--- config.mk ---
export PLATFORM = sky130hd
export DESIGN_NAME = udma_rd_init
export DESIGN_NICKNAME = d
export VERILOG_FILES = /design/src/rtl/udma_rd_pkg.sv /design/src/rtl/udma_sync.sv /design/src/rtl/udma_edge.sv /design/src/rtl/udma_mode_timing.sv /design/src/rtl/udma_rd_init.sv
export SDC_FILE = /design/constraint.sdc
export NUM_CORES = 1
export LEC_CHECK = 0
export BUFFER_PORTS_ARGS = -buffer_cell sky130_fd_sc_hd__buf_2
export CORE_UTILIZATION = 25
export DETAILED_ROUTE_END_ITERATION = 7
export PLACE_DENSITY = 0.42
export SETUP_SLACK_MARGIN = 0.15
export SLEW_MARGIN = 20
export SYNTH_ARGS = -nofsm -noshare
export SYNTH_HDL_FRONTEND = slang
export SYNTH_SLANG_ARGS = --single-unit
--- constraint.sdc ---
create_clock -name clk -period 3.15 [get_ports clk]
set_input_delay 0.1575 -clock clk [delete_from_list [all_inputs] [get_ports clk]]
set_output_delay 0.1575 -clock clk [all_outputs]
set_load 0.01 [all_outputs]
--- src/rtl/udma_rd_pkg.sv ---
package udma_rd_pkg;

    localparam int ADDR_SETUP_PS = 20000;
    localparam int ENV_MIN_PS    = 20000;
    localparam int ENV_MAX_PS    = 70000;
    localparam int ENV_MAX5_PS   = 50000;
    localparam int FS_SLOWEST_PS = 230000;

    typedef enum logic [3:0] {
        ST_IDLE,
        ST_WAIT_REQ,
        ST_ADDR_SETUP,
        ST_ACK_ON,
        ST_ENVELOPE,
        ST_WAIT_STROBE,
        ST_BURST,
        ST_ERROR,
        ST_HOLD
    } seq_state_e;

    function automatic int cyc_ceil(input int ps, input int clk_ps);
        return (ps + clk_ps - 1) / clk_ps;
    endfunction

    function automatic int cyc_floor(input int ps, input int clk_ps);
        return ps / clk_ps;
    endfunction

    // first-strobe limit in picoseconds per mode
    function automatic int first_strobe_ps(input logic [2:0] m);
        case (m)
            3'd0:    return 230000;
            3'd1:    return 200000;
            3'd2:    return 170000;
            3'd3:    return 130000;
            3'd4:    return 120000;
            default: return 90000;
        endcase
    endfunction

endpackage

--- src/rtl/udma_sync.sv ---
module udma_sync #(
    parameter int W      = 1,
    parameter int STAGES = 2
) (
    input  logic         clk,
    input  logic         rst_n,
    input  logic [W-1:0] async_i,
    output logic [W-1:0] sync_o
);
    for (genvar b = 0; b < W; b++) begin : g_bit
        logic [STAGES-1:0] pipe_q;
        always_ff @(posedge clk or negedge rst_n) begin
            if (!rst_n) pipe_q <= '0;
            else        pipe_q <= {pipe_q[STAGES-2:0], async_i[b]};
        end
        assign sync_o[b] = pipe_q[STAGES-1];
    end
endmodule

--- src/rtl/udma_edge.sv ---
module udma_edge (
    input  logic clk,
    input  logic rst_n,
    input  logic level_i,
    output logic edge_o
);
    logic last_q;
    always_ff @(posedge clk or negedge rst_n) begin
        if (!rst_n) last_q <= 1'b0;
        else        last_q <= level_i;
    end
    assign edge_o = level_i ^ last_q;
endmodule

--- src/rtl/udma_mode_timing.sv ---
module udma_mode_timing #(
    parameter int CLK_PS = 8000,
    parameter int CNT_W  = 5
) (
    input  logic [2:0]       mode_i,
    output logic [CNT_W-1:0] fs_cyc_o
);
    localparam int NMODES = 6;

    logic [CNT_W-1:0] tab [NMODES];

    for (genvar m = 0; m < NMODES; m++) begin : g_mode
        localparam int FS_C =
            udma_rd_pkg::cyc_floor(udma_rd_pkg::first_strobe_ps(3'(m)), CLK_PS);
        assign tab[m] = CNT_W'(FS_C);
    end

    // codes above the fastest mode fall back to it
    always_comb begin
        fs_cyc_o = tab[NMODES-1];
        for (int m = 0; m < NMODES; m++) begin
            if (mode_i == 3'(m)) fs_cyc_o = tab[m];
        end
    end
endmodule

--- src/rtl/udma_rd_init.sv ---
module udma_rd_init #(
    parameter int CLK_PS = 8000
) (
    input  logic       clk,
    input  logic       rst_n,
    input  logic       start_i,
    input  logic [2:0] mode_i,
    input  logic       burst_end_i,
    input  logic       dmarq_i,
    input  logic       dstrobe_i,
    output logic       dmack_n_o,
    output logic       stop_o,
    output logic       hdmardy_n_o,
    output logic       addr_hold_o,
    output logic       burst_o,
    output logic       busy_o,
    output logic       done_o,
    output logic       err_o
);
    import udma_rd_pkg::*;

    localparam int ACK_CYC    = cyc_ceil(ADDR_SETUP_PS, CLK_PS);
    localparam int ENV_CYC    = cyc_ceil(ENV_MIN_PS, CLK_PS);
    localparam int FS_MAX_CYC = cyc_floor(FS_SLOWEST_PS, CLK_PS);
    localparam int CNT_MAX    = (FS_MAX_CYC > ACK_CYC) ? FS_MAX_CYC : ACK_CYC;
    localparam int CNT_W      = $clog2(CNT_MAX + 1);

    typedef struct packed {
        seq_state_e       st;
        logic [CNT_W-1:0] cnt;
        logic [CNT_W-1:0] fs_lim;
        logic             done;
        logic             err;
    } seq_regs_t;

    seq_regs_t        q, d;
    logic [1:0]       sync_w;
    logic             req_s;
    logic             strobe_s;
    logic             strobe_edge;
    logic [CNT_W-1:0] fs_cyc;

    udma_sync #(.W(2), .STAGES(2)) sync_i (
        .clk     (clk),
        .rst_n   (rst_n),
        .async_i ({dstrobe_i, dmarq_i}),
        .sync_o  (sync_w)
    );
    assign req_s    = sync_w[0];
    assign strobe_s = sync_w[1];

    udma_edge edge_i (
        .clk     (clk),
        .rst_n   (rst_n),
        .level_i (strobe_s),
        .edge_o  (strobe_edge)
    );

    udma_mode_timing #(.CLK_PS(CLK_PS), .CNT_W(CNT_W)) timing_i (
        .mode_i   (mode_i),
        .fs_cyc_o (fs_cyc)
    );

    always_comb begin
        d      = q;
        d.done = 1'b0;
        d.err  = 1'b0;
        case (q.st)
            ST_IDLE: begin
                if (start_i) begin
                    d.st     = ST_WAIT_REQ;
                    d.fs_lim = fs_cyc;
                end
            end
            ST_WAIT_REQ: begin
                if (req_s) begin
                    d.st  = ST_ADDR_SETUP;
                    d.cnt = CNT_W'(ACK_CYC - 1);
                end
            end
            ST_ADDR_SETUP: begin
                if (!req_s)           d.st  = ST_IDLE;
                else if (q.cnt == '0) d.st  = ST_ACK_ON;
                else                  d.cnt = q.cnt - 1'b1;
            end
            ST_ACK_ON: begin
                d.st  = ST_ENVELOPE;
                d.cnt = CNT_W'(ENV_CYC - 2);
            end
            ST_ENVELOPE: begin
                if (q.cnt == '0) begin
                    d.st  = ST_WAIT_STROBE;
                    d.cnt = q.fs_lim - 1'b1;
                end else begin
                    d.cnt = q.cnt - 1'b1;
                end
            end
            ST_WAIT_STROBE: begin
                if (strobe_edge) begin
                    d.st   = ST_BURST;
                    d.done = 1'b1;
                end else if (q.cnt == '0) begin
                    d.st  = ST_ERROR;
                    d.err = 1'b1;
                    d.cnt = CNT_W'(ACK_CYC - 1);
                end else begin
                    d.cnt = q.cnt - 1'b1;
                end
            end
            ST_BURST: begin
                if (burst_end_i) begin
                    d.st  = ST_HOLD;
                    d.cnt = CNT_W'(ACK_CYC - 1);
                end
            end
            ST_ERROR, ST_HOLD: begin
                if (q.cnt == '0) d.st  = ST_IDLE;
                else             d.cnt = q.cnt - 1'b1;
            end
            default: d.st = ST_IDLE;
        endcase
    end

    always_ff @(posedge clk or negedge rst_n) begin
        if (!rst_n) begin
            q.st     <= ST_IDLE;
            q.cnt    <= '0;
            q.fs_lim <= '0;
            q.done   <= 1'b0;
            q.err    <= 1'b0;
        end else begin
            q <= d;
        end
    end

    logic ack_on, host_go;
    assign ack_on  = (q.st == ST_ACK_ON) || (q.st == ST_ENVELOPE) ||
                     (q.st == ST_WAIT_STROBE) || (q.st == ST_BURST);
    assign host_go = (q.st == ST_WAIT_STROBE) || (q.st == ST_BURST);

    assign dmack_n_o   = !ack_on;
    assign stop_o      = !host_go;
    assign hdmardy_n_o = !host_go;
    assign addr_hold_o = (q.st != ST_IDLE) && (q.st != ST_WAIT_REQ);
    assign burst_o     = (q.st == ST_BURST);
    assign busy_o      = (q.st != ST_IDLE);
    assign done_o      = q.done;
    assign err_o       = q.err;

    initial begin
        a_r4_env_fits: assert (ENV_CYC >= 2 && ENV_CYC <= cyc_floor(ENV_MAX5_PS, CLK_PS)
                               && ENV_CYC <= cyc_floor(ENV_MAX_PS, CLK_PS));
    end

    a_r3_ack_after_hold: assert property (@(posedge clk) disable iff (!rst_n)
        $fell(dmack_n_o) |-> $past(addr_hold_o));

    a_r4_stop_with_ready: assert property (@(posedge clk) disable iff (!rst_n)
        $fell(stop_o) |-> (!dmack_n_o && !hdmardy_n_o && $past(!dmack_n_o)));

    a_r5_ready_needs_ack: assert property (@(posedge clk) disable iff (!rst_n)
        !hdmardy_n_o |-> !dmack_n_o);

    a_r6_done_err_excl: assert property (@(posedge clk) disable iff (!rst_n)
        !(done_o && err_o));

    a_r8_abort_to_idle: assert property (@(posedge clk) disable iff (!rst_n)
        (q.st == ST_ADDR_SETUP && !req_s) |=> (q.st == ST_IDLE && dmack_n_o));

    a_r9_hold_after_release: assert property (@(posedge clk) disable iff (!rst_n)
        $rose(dmack_n_o) |-> addr_hold_o);

endmodule

==> out/results.txt <==
leading cell type in the layout, fill and taps excluded: dfrtp_1
antenna diode count: 0
GP Congestion: 0.784
Comb pwr share: 57.6%
detail-routed via count per cell: 4.73
total CTS buffers: 3
Clk pin slew, worst setup/hold paths: 0.08 ns
warning count from the yosys run: 0
Worst Setup EP: q[8]
Met2 Wirelength: 1400 um
fin crit share: 71.7%
DRT iter0 DRCs: 47
Initial Util: 26.7%
count of flip-flops with a built-in enable after synthesis: 0
final setup violation count: 0
largest net degree at the start of global routing: 22
TritonCTS clock tree: built
Hold Fails Final Rpt: 0
filler cell count: 566
dpl ws: 0.877 ns
clock share of power: 10.8%
peak supply drop: 0.000345 V
critical path peak fanout: 9
Syn Inst Count: 139
root buf cell: clkbuf_8
HPWL after detailed placement: 2230 um
RSZ-0062 raised after global routing: no
core box area: 5240 um^2
clock skew: 0.00636 ns
Max Cap Viol: 0
M1 WL: 1410 um
WL/cell: 13.0 um
first-pass GRT wire length: 4930 um
Worst slew margin: 58.5%
PostCTS Resize Cnt: 0
met3 WL: 55 um
Synth cell types: 48
fmax: 443 MHz
GRT Util Overall: 10.5%
Post-Syn Area: 1400 um^2
Hold WS: 0.152 ns
Worst Setup SP: q[7]
fraction of layout cells with a size suffix above 1: 23.5%
Worst-Skew Late Latency: 0.26 ns
P_leak: 0.661 nW
area of the multi-input gates: 754 um^2
worst reg2reg startpoint: q[7]
DIE AREA: 5900 um^2
Flop pwr share: 31.6%
uppermost layer routed: met4
Syn Nets: 150
Setup WS post-layout: 0.891 ns
H-tree Lvls: 1
post-synthesis async set-or-reset flop share: 100%
Switch Pwr: 0.755 mW
critical path class: reg -> reg
RR Endpoint: q[8]
number of routed nets with antenna violations: 0
FF-to-FF path depth: 6
vias in the first global route: 1,070
I/O pins: 17
R2R Setup Slk: 0.89 ns
# rows: 26
total grt overflow: 0
Final Slew Violations: 0
switching part of the total power: 45.4%
internal power component: 0.906 mW
fin nets: 165
post-synthesis sequential area ratio: 37.6%
Slew @ Worst Pin: 0.623 ns
Layout area overhead: 10.6%
Power per Cell Area: 1070 nW/um^2
Die Height: 76.8 um
run status: completed
flops & latches, synth: 21
Power, Total: 1.66 mW
CTS sink count: 21
initial antenna violation count: 0
HP Class: in -> reg
Worst EP required: 3.30 ns
most frequent cells in the layout: 21 x dfrtp_1, 16 x buf_2, 11 x nor2_1, 7 x nand2_1, 7 x nor3_1
Seq. cell area: 526 um^2
Die Span X: 76.8 um
I/O Buffers: 16
Total Wirelength: 2910 um
via count: 1,054
clk buf depth: 2
top_reg_cell synth: dfrtp_1
Startpoint Class: register
postcts setup bufs: 0
CP arrival: 2.41 ns
Tmin final: 2.26 ns
Fin Setup TNS: 0 ns
Worst Setup End Kind: register
first drt pass iteration count: 4
# DRC: 0
Post-Syn Area per Cell: 10.1 um^2
-- worst min path at each step --
| stage | start | endpoint | slack (ns) | cells after the start |
|---|---|---|---|---|
| after global routing | mode_i[2] | q[6] | 0.18 | 2 |
| after detailed placement | rst_n | sync_i.g_bit[0].pipe_q[0] | 0.15 | 1 |
| after CTS | mode_i[2] | q[6] | 0.15 | 2 |
| final | mode_i[2] | q[6] | 0.15 | 2 |
| after global placement | rst_n | sync_i.g_bit[0].pipe_q[0] | 0.14 | 1 |
| after floorplan | rst_n | done_o | -0.14 | 0 |
-- through the flow --
| stage | cell area (um^2) | instances | utilization [%] |
|---|---|---|---|
| after floorplan | 1400 | 139 | - |
| after global placement | 1470 | 216 | 28.1 |
| after detailed placement | 1470 | 216 | 28.1 |
| after CTS | 1550 | 223 | 29.5 |
| after global routing | 1550 | 223 | 29.5 |
| final | 1550 | 223 | 29.5 |
-- cell usage after synthesis (all sizes together), types with 4 or more instances --
master | count | area [um^2]
clkbuf | 5 | 58.8
nor2 | 11 | 41.3
o21ai | 6 | 30.0
dfrtp | 21 | 526
nor2b | 5 | 31.3
buf | 4 | 37.5
xor2 | 5 | 43.8
nand2 | 7 | 26.3
nor3 | 7 | 35.0
nand2b | 4 | 25.0
inv | 6 | 22.5
mux2 | 5 | 56.3
-- layout make-up --
| class | instances | area share, % |
|---|---|---|
| multi-input cells | 103 | 48.8 |
| flip-flops and latches | 21 | 34.0 |
| repair buffers | 19 | 7.12 |
| well taps | 70 | 5.66 |
| clock buffers | 3 | 2.67 |
| inverters | 6 | 1.46 |
| clock inverters | 1 | 0.324 |
-- critical path, cell delays in order (launching register included) --
cell and delay, ns:
dfrtp_1 0.41, inv_1 0.07, ha_1 0.19, or4b_1 0.67
a221oi_4 0.39, o32ai_1 0.15, mux2_2 0.28
-- state kept, by name, indices dropped and copies added, names as in the netlist --
| register | flops |
|---|---|
| done_o | 1 |
| edge_i.last_q | 1 |
| err_o | 1 |
| q | 14 |
| sync_i.g_bit.pipe_q | 4 |
-- logic make-up (layout without fill, tap and decap cells) --
| logic type | Yosys count | count (layout) | share of synthesized area (%) |
|---|---|---|---|
| flops | 21 | 21 | 37.6 |
| fa+ha+maj | 2 | 2 | 1.79 |
| mux | 6 | 6 | 4.74 |
| buf+inv | 15 | 29 | 8.50 |
| compound gates | 37 | 37 | 20.8 |
| xor+xnor | 8 | 8 | 5.55 |
| simple gates | 50 | 50 | 21.0 |
-- power groups by stage --
stage          logic, mW  clock network [mW]  registers (mW)
2_1_floorplan      0.941                   0           0.413
3_3_place_gp       0.963                   0           0.526
3_5_place_dp       0.965                   0           0.530
4_1_cts            0.971               0.189           0.525
5_1_grt             1.07               0.198           0.548
6_report           0.957               0.179           0.525
-- repair_timing --
| action | in CTS | in global routing |
|---|---|---|
| setup endpoints to repair | 0 | 0 |
| hold endpoints to repair | 23 | 0 |
| hold buffers | 3 | 0 |
-- per-layer routing --
layer	vias up	track usage, %
met4	0	4.04
met1	501	13.1
met3	4	1.43
met2	19	18.0
met5	-	0
li1	530	-
(Power assumes the default switching activity.)
